--- config.mk ---
export PLATFORM = sky130hd
export DESIGN_NAME = audio_clk_tree
export DESIGN_NICKNAME = d
export VERILOG_FILES = /design/src/rtl/audio_clk_pkg.sv /design/src/rtl/clk_sys_fsm.sv /design/src/rtl/clk_div_unit.sv /design/src/rtl/audio_clk_tree.sv
export SDC_FILE = /design/constraint.sdc
export NUM_CORES = 1
export LEC_CHECK = 0
export BUFFER_PORTS_ARGS = -buffer_cell sky130_fd_sc_hd__buf_4
export CAP_MARGIN = 25
export CORE_ASPECT_RATIO = 0.7
export CORE_MARGIN = 1.5
export CORE_UTILIZATION = 40
export CTS_BUF_LIST = sky130_fd_sc_hd__clkbuf_8
export DETAILED_ROUTE_END_ITERATION = 10
export HOLD_SLACK_MARGIN = 0.08
export PLACE_DENSITY = 0.63
export REMOVE_ABC_BUFFERS = 1
export SYNTH_ARGS = -nofsm -noshare
export SYNTH_HDL_FRONTEND = slang
export SYNTH_SLANG_ARGS = --single-unit
--- constraint.sdc ---
create_clock -name clk -period 3.3 [get_ports clk]
set_input_delay 0.33 -clock clk [delete_from_list [all_inputs] [get_ports clk]]
set_output_delay 0.33 -clock clk [all_outputs]
set_load 0.01 [all_outputs]
--- src/rtl/audio_clk_pkg.sv ---
package audio_clk_pkg;

    localparam int CODE_W = 3;

    typedef enum logic [1:0] {
        SYS_STOP,
        SYS_FULL,
        SYS_HALF_WAIT,
        SYS_HALF_FIRE
    } sys_state_e;

    // ratio in system strobes for each divider code
    function automatic int unsigned div_period(input logic [CODE_W-1:0] code);
        int unsigned r;
        case (code)
            3'd0:    r = 1;
            3'd1:    r = 1;
            3'd2:    r = 2;
            3'd3:    r = 3;
            3'd4:    r = 4;
            3'd5:    r = 6;
            3'd6:    r = 8;
            default: r = 12;
        endcase
        return r;
    endfunction

endpackage

--- src/rtl/clk_sys_fsm.sv ---
module clk_sys_fsm
    import audio_clk_pkg::*;
(
    input  logic clk,
    input  logic rst_n,
    input  logic en_i,
    input  logic half_i,
    output logic ce_o,
    output logic run_o
);

    sys_state_e state_q, state_d;

    always_comb begin
        if (!en_i) begin
            state_d = SYS_STOP;
        end else if (!half_i) begin
            state_d = SYS_FULL;
        end else if (state_q == SYS_HALF_WAIT) begin
            state_d = SYS_HALF_FIRE;
        end else begin
            state_d = SYS_HALF_WAIT;
        end
    end

    always_ff @(posedge clk or negedge rst_n) begin
        if (!rst_n) begin
            state_q <= SYS_STOP;
        end else begin
            state_q <= state_d;
        end
    end

    always_comb begin
        unique case (state_q)
            SYS_STOP:      begin ce_o = 1'b0; run_o = 1'b0; end
            SYS_FULL:      begin ce_o = 1'b1; run_o = 1'b1; end
            SYS_HALF_WAIT: begin ce_o = 1'b0; run_o = 1'b1; end
            SYS_HALF_FIRE: begin ce_o = 1'b1; run_o = 1'b1; end
            default:       begin ce_o = 1'b0; run_o = 1'b0; end
        endcase
    end

endmodule

--- src/rtl/clk_div_unit.sv ---
module clk_div_unit
    import audio_clk_pkg::*;
#(
    parameter int CNT_W = 4,
    parameter bit HALVE = 1'b0
) (
    input  logic              clk,
    input  logic              rst_n,
    input  logic              tick_i,
    input  logic [CODE_W-1:0] code_i,
    output logic              ce_o
);

    logic [CNT_W-1:0] cnt_q;
    logic [CNT_W-1:0] per_q;
    logic [CNT_W-1:0] per_eff;
    logic             at_start;
    logic             term;

    assign at_start = (cnt_q == '0);
    // the code is only taken while the count sits at zero
    assign per_eff  = at_start ? CNT_W'(div_period(code_i)) : per_q;
    assign term     = tick_i && (cnt_q == (per_eff - CNT_W'(1)));

    always_ff @(posedge clk or negedge rst_n) begin
        if (!rst_n) begin
            cnt_q <= '0;
            per_q <= CNT_W'(1);
        end else begin
            if (at_start) begin
                per_q <= per_eff;
            end
            if (tick_i) begin
                cnt_q <= term ? '0 : cnt_q + CNT_W'(1);
            end
        end
    end

    generate
        if (HALVE) begin : g_halve
            logic half_q;
            always_ff @(posedge clk or negedge rst_n) begin
                if (!rst_n) begin
                    half_q <= 1'b0;
                end else if (term) begin
                    half_q <= ~half_q;
                end
            end
            assign ce_o = term && half_q;
        end else begin : g_direct
            assign ce_o = term;
        end
    endgenerate

endmodule

--- src/rtl/audio_clk_tree.sv ---
module audio_clk_tree
    import audio_clk_pkg::*;
#(
    parameter int CNT_W = 4
) (
    input  logic              clk,
    input  logic              rst_n,
    input  logic              sys_half_i,
    input  logic              sys_en_i,
    input  logic              core_en_i,
    input  logic [CODE_W-1:0] adc_code_i,
    input  logic [CODE_W-1:0] dac_code_i,
    output logic              sys_ce_o,
    output logic              adc_ce_o,
    output logic              dac_ce_o,
    output logic              sys_run_o
);

    logic sys_ce;
    logic core_tick;

    clk_sys_fsm u_sys (
        .clk    (clk),
        .rst_n  (rst_n),
        .en_i   (sys_en_i),
        .half_i (sys_half_i),
        .ce_o   (sys_ce),
        .run_o  (sys_run_o)
    );

    assign core_tick = sys_ce && core_en_i;

    clk_div_unit #(.CNT_W(CNT_W), .HALVE(1'b1)) u_adc_div (
        .clk    (clk),
        .rst_n  (rst_n),
        .tick_i (core_tick),
        .code_i (adc_code_i),
        .ce_o   (adc_ce_o)
    );

    clk_div_unit #(.CNT_W(CNT_W), .HALVE(1'b0)) u_dac_div (
        .clk    (clk),
        .rst_n  (rst_n),
        .tick_i (core_tick),
        .code_i (dac_code_i),
        .ce_o   (dac_ce_o)
    );

    assign sys_ce_o = sys_ce;

endmodule

==> metrics.csv, run 1 <==
metric,value,unit
dr.pass1.iters,5,
cts_tree,done,
pwr-share-seq,33.3,%
intPower,0.740,mW
setup_viol,0,
slew_headroom,70.2,%
placedCellCount,176,
p_comb_share,53.9,%
track_usage,16.4,%
antenna-diode-count,0,
fin_cells,185,
place_area,1350,µm²
gp_congestion,0.802,
yosysMostFrequentCell,dfrtp_1,
ys_top_cells_by_count,"dfrtp_1 (17), nand2_1 (15), inv_1 (11), nor2_1 (10), xor2_1 (8)",
cts-root-buf,clkbuf_8,
via_per_inst,4.96,
first_global_vias,918,
fp.coreArea,2820,µm²
cts_max_level,1,
worstPathRequired,2.97,ns
slew_viol_final,0,
nFillCells,261,
core.rowCount,16,
hold_start,sys_half_i,
crit_type,reg2out,
pwr-share-clk,12.8,%
design.portCount,15,
hold_class,in2reg,
p_per_area,894,nW/µm²
status,"complete, no violations",
dieArea,3320,µm²
whs_path_depth,2,
r2r_slack,0.48,ns
wirelength,2.39,mm
ir_drop,0.391,mV
ys_async_sr_fraction,100,%
synth-seq-cells,19,
grt_pass1_wl,4.08,mm
synth_area,1190,µm²
critPathMaxFanout,7,
r2r_end,u_dac_div.cnt_q[1],
numCtsBuffers,3,
drive_gt1_share,25.5,%
drc_errors,0,
synth_top_area_cell,dfrtp_1,
cts.reportedPaths.clkPinSlew,0.08,ns
r2r.worst_path.cells,13,
period_minus_slack,3.13,ns
synth.top_cells.by_area,"dfrtp_1 (36%), ha_1 (6.3%), xor2_1 (5.9%), nand2_1 (4.7%), dfstp_2 (4.4%)",
start_kind,flip-flop,
worstMarginPinSlew,0.445,ns
power_switching,0.560,mW
nets,167,
max_freq,0.319,GHz
syn_inst,127,
clk_path_buf_depth,2,
area_growth_syn_to_layout,22.0,%
min_period_over_period,94.9,%
dpl.hpwl,1.83,mm
ys_warn_count,0,
design_area,1460,µm²
die_height,48.7,µm
place_worst_setup_slack,0.256,ns
drt-wirelength-per-cell,12.9,µm
grt_remaining_overflow,0,
clkLatencyLatePin,0.26,ns
switching_share,43.1,%
reg2reg_from,u_dac_div.cnt_q[0],
clock_sinks,19,
crit_start,u_dac_div.cnt_q[0],
synthDistinctLibCells,36,
synth-edff-count,0,
seq_area_frac_synth,40.1,%
drt-initial-drc-count,28,
ant_nets,0,
grt_start_max_net_pins,20,
cap_violations,0,
postSynthAreaPerCell,9.39,µm²
die_w,68.3,µm
postLayoutSetupSlackWorst,0.167,ns
fin_worst_skew,0.00868,ns
hold_viol_final,0,
port_buffers,14,
antenna_found_initial,0,
crit_path_end_kind,primary output,
leakage,0.656,nW
initial_core_util,42.2,%
crit_arrival,2.80,ns
crit_end,dac_ce_o,
synth_top_area_share,35.7,%
synthFlopType,dfrtp_1,
via_count,917,
-- cell families (layout without fill, tap and decap cells) --
group | after synthesis | count (layout) | synth area share, %
and+or+nand+nor | 53 | 53 | 26.3
AOI/OAI and AO/OA | 21 | 21 | 12.5
adders and majority gates | 6 | 6 | 6.30
xor gates and xnor gates | 14 | 14 | 10.3
buffers and inverters | 14 | 36 | 4.51
DFF | 19 | 19 | 40.1
-- placed cells by master (no fill, tap or decap), types with 2 or more instances in the layout --
cell      instances
inv_1            11
nor4_4            2
xor2_1            8
clkbuf_8          3
nor2_1           10
nand2_1          15
nor2b_1           3
dfrtp_1          16
nand2b_1          4
nand4_1           2
nand3b_1          2
o22ai_1           2
buf_4            20
xnor2_1           6
dfstp_2           2
o21ai_0           4
and2_1            3
nand3_1           4
nor3b_1           2
ha_1              5
a21oi_1           4
-- layout make-up --
class / count / area [µm²] / area share, %
multi-input combinational: 94 / 681 / 46.8
sequential: 19 / 479 / 32.9
clock buffer: 3 / 41.3 / 2.84
tap: 36 / 45.0 / 3.10
timing repair buffer: 21 / 160 / 11.0
inverter: 11 / 41.3 / 2.84
clock inverter: 1 / 7.51 / 0.516
-- how the worst min path moves through the flow --
stage / slack [ns] / endpoint
2_1_floorplan: 0.03 / u_adc_div.cnt_q[0]
3_3_place_gp: 0.22 / u_dac_div.cnt_q[0]
3_5_place_dp: 0.22 / u_dac_div.cnt_q[0]
4_1_cts: 0.27 / u_sys.state_q[0]
5_1_grt: 0.28 / u_sys.state_q[0]
6_report: 0.26 / u_sys.state_q[0]
-- flip-flops by register name, summed over array words and instances, names as in the netlist --
register,flops
u_adc_div.cnt_q,4
u_adc_div.g_halve.half_q,1
u_adc_div.per_q,4
u_dac_div.cnt_q,4
u_dac_div.per_q,4
u_sys.state_q,2
-- stage by stage --
stage / TNS (ns) / util, % / hold WS, ns / total power [mW]
final: 0 / 51.6 / 0.260 / 1.30
after detailed placement: 0 / 47.7 / 0.217 / 1.09
after CTS: 0 / 49.7 / 0.266 / 1.26
after floorplan: 0 / - / 0.0344 / 0.929
after global routing: -0.000475 / 51.6 / 0.278 / 1.41
after global placement: 0 / 47.7 / 0.216 / 1.05
-- critical path: stages (launching register included) --
cell     delay, ns
dfrtp_2       0.45
inv_1         0.07
ha_1          0.16
or3b_4        0.42
nor3_4        0.18
a21o_1        0.12
inv_1         0.04
ha_1          0.31
xor2_1        0.17
nand2_1       0.12
nor4_4        0.32
buf_4         0.17
-- power by group through the flow --
stage	clock [mW]	sequential (mW)	combinational [mW]
floorplan	0	0.409	0.520
global placement	0	0.432	0.623
detailed placement	0	0.434	0.654
CTS	0.170	0.431	0.660
global route	0.183	0.447	0.780
finish	0.166	0.433	0.701
-- repair_timing --
| item | 4_1_cts | 5_1_grt |
|---|---|---|
| hold endpoints to repair | 17 | 0 |
| pin swaps | 1 | 1 |
| setup buffers | 0 | 4 |
| endpoints found under the setup margin | 1 | 2 |
| hold buffers | 1 | 0 |
| gates resized for setup | 0 | 6 |
-- metal layers --
metal / vias to the layer above / GRT usage, % / routed length (µm)
met3: 2 / 4.88 / 112
met4: 0 / 2.00 / 13
met1: 419 / 24.9 / 1200
li1: 472 / - / -
met5: - / 0 / 0
met2: 24 / 23.8 / 1060
Power figures use the tool's default switching activity.
==> inputs of run 2 (changes only) <==
BUFFER_PORTS_ARGS = unset   (was -buffer_cell sky130_fd_sc_hd__buf_4)
CORE_UTILIZATION = 42   (was 40)
DONT_BUFFER_PORTS = 1   (was unset)
PLACE_DENSITY = 0.6   (was 0.63)
==> metrics.csv, run 2 (synthesized netlist as in run 1, its figures left out) <==
metric,value,unit,change
placedCellCount,160,,-9.1%
nets,150,,-10%
slew_headroom,40.5,%,-30 points
grt_remaining_overflow,0,,unchanged
slew_viol_final,0,,unchanged
leakage,0.569,nW,-13%
drc_errors,0,,unchanged
critPathMaxFanout,7,,unchanged
final_common_cell,dfrtp_1,,
gp_congestion,0.867,,+8.0%
dpl.hpwl,1.64,mm,-10%
hold_class,in2reg,,
clkLatencyLatePin,0.26,ns,about the same
fin_cells,166,,-10%
dr.pass1.iters,4,,-1
antenna-diode-count,0,,unchanged
max_freq,0.322,GHz,+0.77%
hold_start,sys_half_i,,
dieArea,3170,µm²,-4.5%
status,"complete, no violations",,
p_comb_share,51.1,%,-2.8 points
hold_path_end,u_sys.state_q[0],,
pwr-share-clk,13.8,%,+1.0 points
intPower,0.705,mW,-4.7%
wirelength,2.18,mm,-9.1%
cts.reportedPaths.clkPinSlew,0.08,ns,about the same
pwr-share-seq,35.1,%,+1.8 points
drt-initial-drc-count,63,,+130%
worstPathRequired,2.97,ns,about the same
switching_share,42.8,%,-0.25 points
p_per_area,942,nW/µm²,+5.4%
cts_tree,done,,
hold_viol_final,0,,unchanged
die_w,66.7,µm,-2.3%
clock_sinks,19,,unchanged
initial_core_util,46.4,%,+4.1 points
fin_worst_skew,0.000939,ns,-0.00774 ns
drt-wirelength-per-cell,13.1,µm,+1.3%
core.rowCount,15,,-1
setup_viol,0,,unchanged
antenna_found_initial,0,,unchanged
reg2reg_from,u_dac_div.cnt_q[0],,
via_per_inst,5.17,,+4.3%
whs_path_depth,1,,-1
ant_nets,0,,unchanged
die_height,47.6,µm,-2.3%
track_usage,16.1,%,-0.32 points
cts-root-buf,clkbuf_8,,
grt_pass1_wl,3.64,mm,-11%
power_switching,0.529,mW,-5.6%
rsz0062_at_grt,false,,
r2r_slack,0.49,ns,about the same
cts_max_level,1,,unchanged
cap_violations,0,,unchanged
area_growth_syn_to_layout,9.86,%,
start_kind,flip-flop,,
ir_drop,0.338,mV,-14%
r2r_end,u_dac_div.cnt_q[1],,
first_global_vias,818,,-11%
fin_hold_ws,0.163,ns,-0.0974 ns
drive_gt1_share,13.6,%,-12 points
setup_tns,0,ns,unchanged
via_count,858,,-6.4%
crit_path_end_kind,primary output,,
period_minus_slack,3.11,ns,-0.0238 ns
crit_arrival,2.78,ns,-0.02 ns
layout_common_cells,"dfrtp_1 (16), nand2_1 (15), inv_1 (11)",,
grt_start_max_net_pins,20,,unchanged
numCtsBuffers,3,,unchanged
worstMarginPinSlew,0.890,ns,+0.445 ns
fp.coreArea,2570,µm²,-8.9%
crit_type,reg2out,,
design.portCount,15,,unchanged
min_period_over_period,94.2,%,-0.72 points
port_buffers,0,,-14
clk_path_buf_depth,2,,unchanged
r2r.worst_path.cells,11,,-2
==> run 2: worst max-delay path: stages, from the launching register on <==
cell	delay, ns
dfrtp_2	0.46
inv_1	0.07
ha_1	0.17
or3b_1	0.44
nor3_2	0.22
a21o_1	0.13
inv_1	0.05
ha_1	0.21
xnor2_1	0.19
xnor2_1	0.15
nor4_4	0.43
==> run 2: layer usage <==
layer / up-vias / wire, µm / track usage, %
li1: 439 / - / -
met1: 398 / 1090 / 21.3
met2: 21 / 976 / 25.0
met5: - / 0 / 0
met3: 0 / 110 / 6.12
met4: 0 / 0 / 4.90
==> run 2: worst max-delay path by stage <==
stage	from	endpoint	slack, ns	depth (start not counted)
floorplan	u_adc_div.cnt_q[0]	adc_ce_o	0.61	11
global placement	u_dac_div.cnt_q[0]	dac_ce_o	0.48	10
detailed placement	u_dac_div.cnt_q[0]	dac_ce_o	0.37	10
CTS	u_dac_div.cnt_q[0]	dac_ce_o	0.05	10
global route	u_dac_div.cnt_q[1]	dac_ce_o	0.006	10
finish	u_dac_div.cnt_q[0]	dac_ce_o	0.19	10
==> run 2: metrics by stage <==
step                utilization [%]  instance area [µm²]  power (mW)  setup WS, ns
global route                   50.9                 1310        1.34       0.00572
floorplan                         -                 1180       0.929         0.613
detailed placement             48.1                 1240        1.05         0.369
global placement               48.1                 1240        1.04         0.476
finish                         50.9                 1310        1.23         0.191
CTS                            50.4                 1300        1.23        0.0490
==> run 2: what timing repair did <==
action	4_1_cts	5_1_grt
resized for setup	0	2
hold endpoints to repair	19	0
hold buffers	1	0
setup buffers	0	1
endpoints found under the setup margin	0	2
==> run 2: final cells by class <==
| class | count | area (µm²) |
|---|---|---|
| timing repair buffer | 4 | 32.5 |
| fill | 228 | 1260 |
| clock inverter | 1 | 7.51 |
| multi-input combinational | 94 | 666 |
| tap | 34 | 42.5 |
| clock buffer | 3 | 41.3 |
| inverter | 11 | 41.3 |
| sequential | 19 | 479 |
==> run 2: power groups by stage <==
| stage | sequential (mW) | clock [mW] | combinational, mW |
|---|---|---|---|
| finish | 0.433 | 0.170 | 0.631 |
| global route | 0.448 | 0.187 | 0.710 |
| CTS | 0.430 | 0.178 | 0.625 |
| detailed placement | 0.434 | 0 | 0.613 |
| global placement | 0.434 | 0 | 0.601 |
| floorplan | 0.409 | 0 | 0.520 |
==> inputs of run 3 (changes only) <==
CELL_PAD_IN_SITES_DETAIL_PLACEMENT = 1   (was unset)
CELL_PAD_IN_SITES_GLOBAL_PLACEMENT = 2   (was unset)
CORE_UTILIZATION = 40   (was 42)
PLACE_DENSITY = 0.84   (was 0.6)
==> metrics.csv, run 3 (synthesized netlist as in run 1, its figures left out) <==
metric,value,unit,change
r2r.worst_path.cells,11,,unchanged
drc_errors,0,,unchanged
drive_gt1_share,14.9,%,+1.3 points
status,"complete, no violations",,
placedCellCount,162,,+1.3%
period_minus_slack,3.09,ns,-0.0235 ns
setup_viol,0,,unchanged
final_common_cell,dfrtp_1,,
switching_share,43.2,%,+0.31 points
clock_sinks,19,,unchanged
crit_type,reg2out,,
start_kind,flip-flop,,
min_period_over_period,93.5,%,-0.71 points
slew_viol_final,0,,unchanged
whs_path_depth,1,,unchanged
intPower,0.721,mW,+2.3%
cap_violations,0,,unchanged
drt-initial-drc-count,22,,-65%
dr.pass1.iters,4,,unchanged
dieArea,3320,µm²,+4.7%
p_comb_share,53.5,%,+2.4 points
antenna_found_initial,0,,unchanged
grt_remaining_overflow,0,,unchanged
crit_start,u_adc_div.cnt_q[0],,
hold_viol_final,0,,unchanged
power_switching,0.548,mW,+3.6%
nFillCells,325,,+43%
die_height,48.7,µm,+2.3%
via_count,883,,+2.9%
grt_start_max_net_pins,20,,unchanged
r2r_end,u_dac_div.cnt_q[1],,
grt_pass1_wl,4.52,mm,+24%
pwr-share-clk,12.8,%,-1.0 points
slew_headroom,44.2,%,+3.7 points
worstPathRequired,2.97,ns,about the same
core.rowCount,16,,+1
design.portCount,15,,unchanged
clkLatencyLatePin,0.26,ns,about the same
nets,152,,+1.3%
dpl.hpwl,1.98,mm,+21%
via_per_inst,5.19,,+0.49%
die_w,68.3,µm,+2.4%
numCtsBuffers,3,,unchanged
gp_congestion,0.742,,-14%
layout_common_cells,"dfrtp_1 (17), nand2_1 (15), inv_1 (11)",,
wirelength,2.56,mm,+18%
crit_path_end_kind,primary output,,
fin_hold_ws,0.165,ns,+0.00192 ns
antenna-diode-count,0,,unchanged
clk_path_buf_depth,2,,unchanged
hold_path_end,u_sys.state_q[0],,
leakage,0.585,nW,+2.8%
ir_drop,0.379,mV,+12%
hold_class,in2reg,,
hold_start,sys_half_i,,
worstMarginPinSlew,0.835,ns,-0.0548 ns
fp.coreArea,2820,µm²,+9.8%
pwr-share-seq,33.8,%,-1.3 points
max_freq,0.324,GHz,+0.76%
critPathMaxFanout,5,,-2
fin_cells,170,,+2.4%
reg2reg_from,u_dac_div.cnt_q[1],,
first_global_vias,988,,+21%
cts_max_level,1,,unchanged
cts_tree,done,,
port_buffers,0,,unchanged
cts.reportedPaths.clkPinSlew,0.07,ns,about the same
p_per_area,957,nW/µm²,+1.6%
fin_worst_skew,0.00312,ns,+0.00218 ns
track_usage,18.3,%,+2.2 points
drt-wirelength-per-cell,15.1,µm,+15%
cts-root-buf,clkbuf_8,,
fin_util,47.0,%,-4.0 points
initial_core_util,42.2,%,-4.1 points
area_growth_syn_to_layout,11.2,%,
crit_arrival,2.76,ns,-0.02 ns
r2r_slack,0.56,ns,+0.07 ns
ant_nets,0,,unchanged
-- run 3: critical path: stages, from the launching register on --
cell and delay (ns):
dfrtp_1 0.41, inv_1 0.13, ha_1 0.19, nor3b_4 0.29
nor2_1 0.09, a21oi_1 0.20, inv_1 0.07, ha_1 0.19
xnor2_1 0.13, xnor2_1 0.18, nor4_4 0.37, and2_1 0.25
-- run 3: area by class of cell --
class / instances / area, µm² / share of cell area, %
multi-input cells: 94 / 668 / 50.4
flip-flops and latches: 19 / 478 / 36.0
repair buffers: 6 / 47.5 / 3.58
well taps: 36 / 45.0 / 3.40
clock buffers: 3 / 41.3 / 3.11
inverters: 11 / 41.3 / 3.11
clock inverters: 1 / 5.00 / 0.377
-- run 3: power by group through the flow --
| stage | logic (mW) | registers, mW | clock network (mW) |
|---|---|---|---|
| after CTS | 0.675 | 0.429 | 0.169 |
| after global placement | 0.613 | 0.425 | 0 |
| final | 0.679 | 0.428 | 0.162 |
| after detailed placement | 0.644 | 0.433 | 0 |
| after global routing | 0.770 | 0.443 | 0.179 |
| after floorplan | 0.520 | 0.409 | 0 |
-- run 3: per-stage QoR --
step / instance area, µm² / power, mW / worst slack [ns] / TNS [ns]
2_1_floorplan: 1180 / 0.929 / 0.613 / 0
3_3_place_gp: 1240 / 1.04 / 0.343 / 0
3_5_place_dp: 1240 / 1.08 / 0.241 / 0
4_1_cts: 1310 / 1.27 / 0.0526 / 0
5_1_grt: 1330 / 1.39 / -0.0329 / -0.0329
6_report: 1330 / 1.27 / 0.214 / 0
-- run 3: repair_timing --
action / in CTS / in global routing
endpoints found under the setup margin: 1 / 2
gates resized for setup: 0 / 2
hold buffers: 1 / 0
hold endpoints to repair: 19 / 0
pin swaps: 0 / 2
buffers inserted: 2 / 1
-- run 3: worst max path at each step --
| stage | endpoint | cells past startpoint |
|---|---|---|
| floorplan | adc_ce_o | 11 |
| detailed placement | adc_ce_o | 11 |
| global placement | adc_ce_o | 11 |
| CTS | dac_ce_o | 10 |
| finish | adc_ce_o | 11 |
| global route | adc_ce_o | 11 |
-- run 3: metal layers --
layer  GRT usage (%)  vias up  share of wire [%]
li1                -      439                  -
met1            24.3      431                 45
met2            29.3       13                 50
met3            5.81        0                4.5
met4            3.33        0                  0
met5               0        -                  0
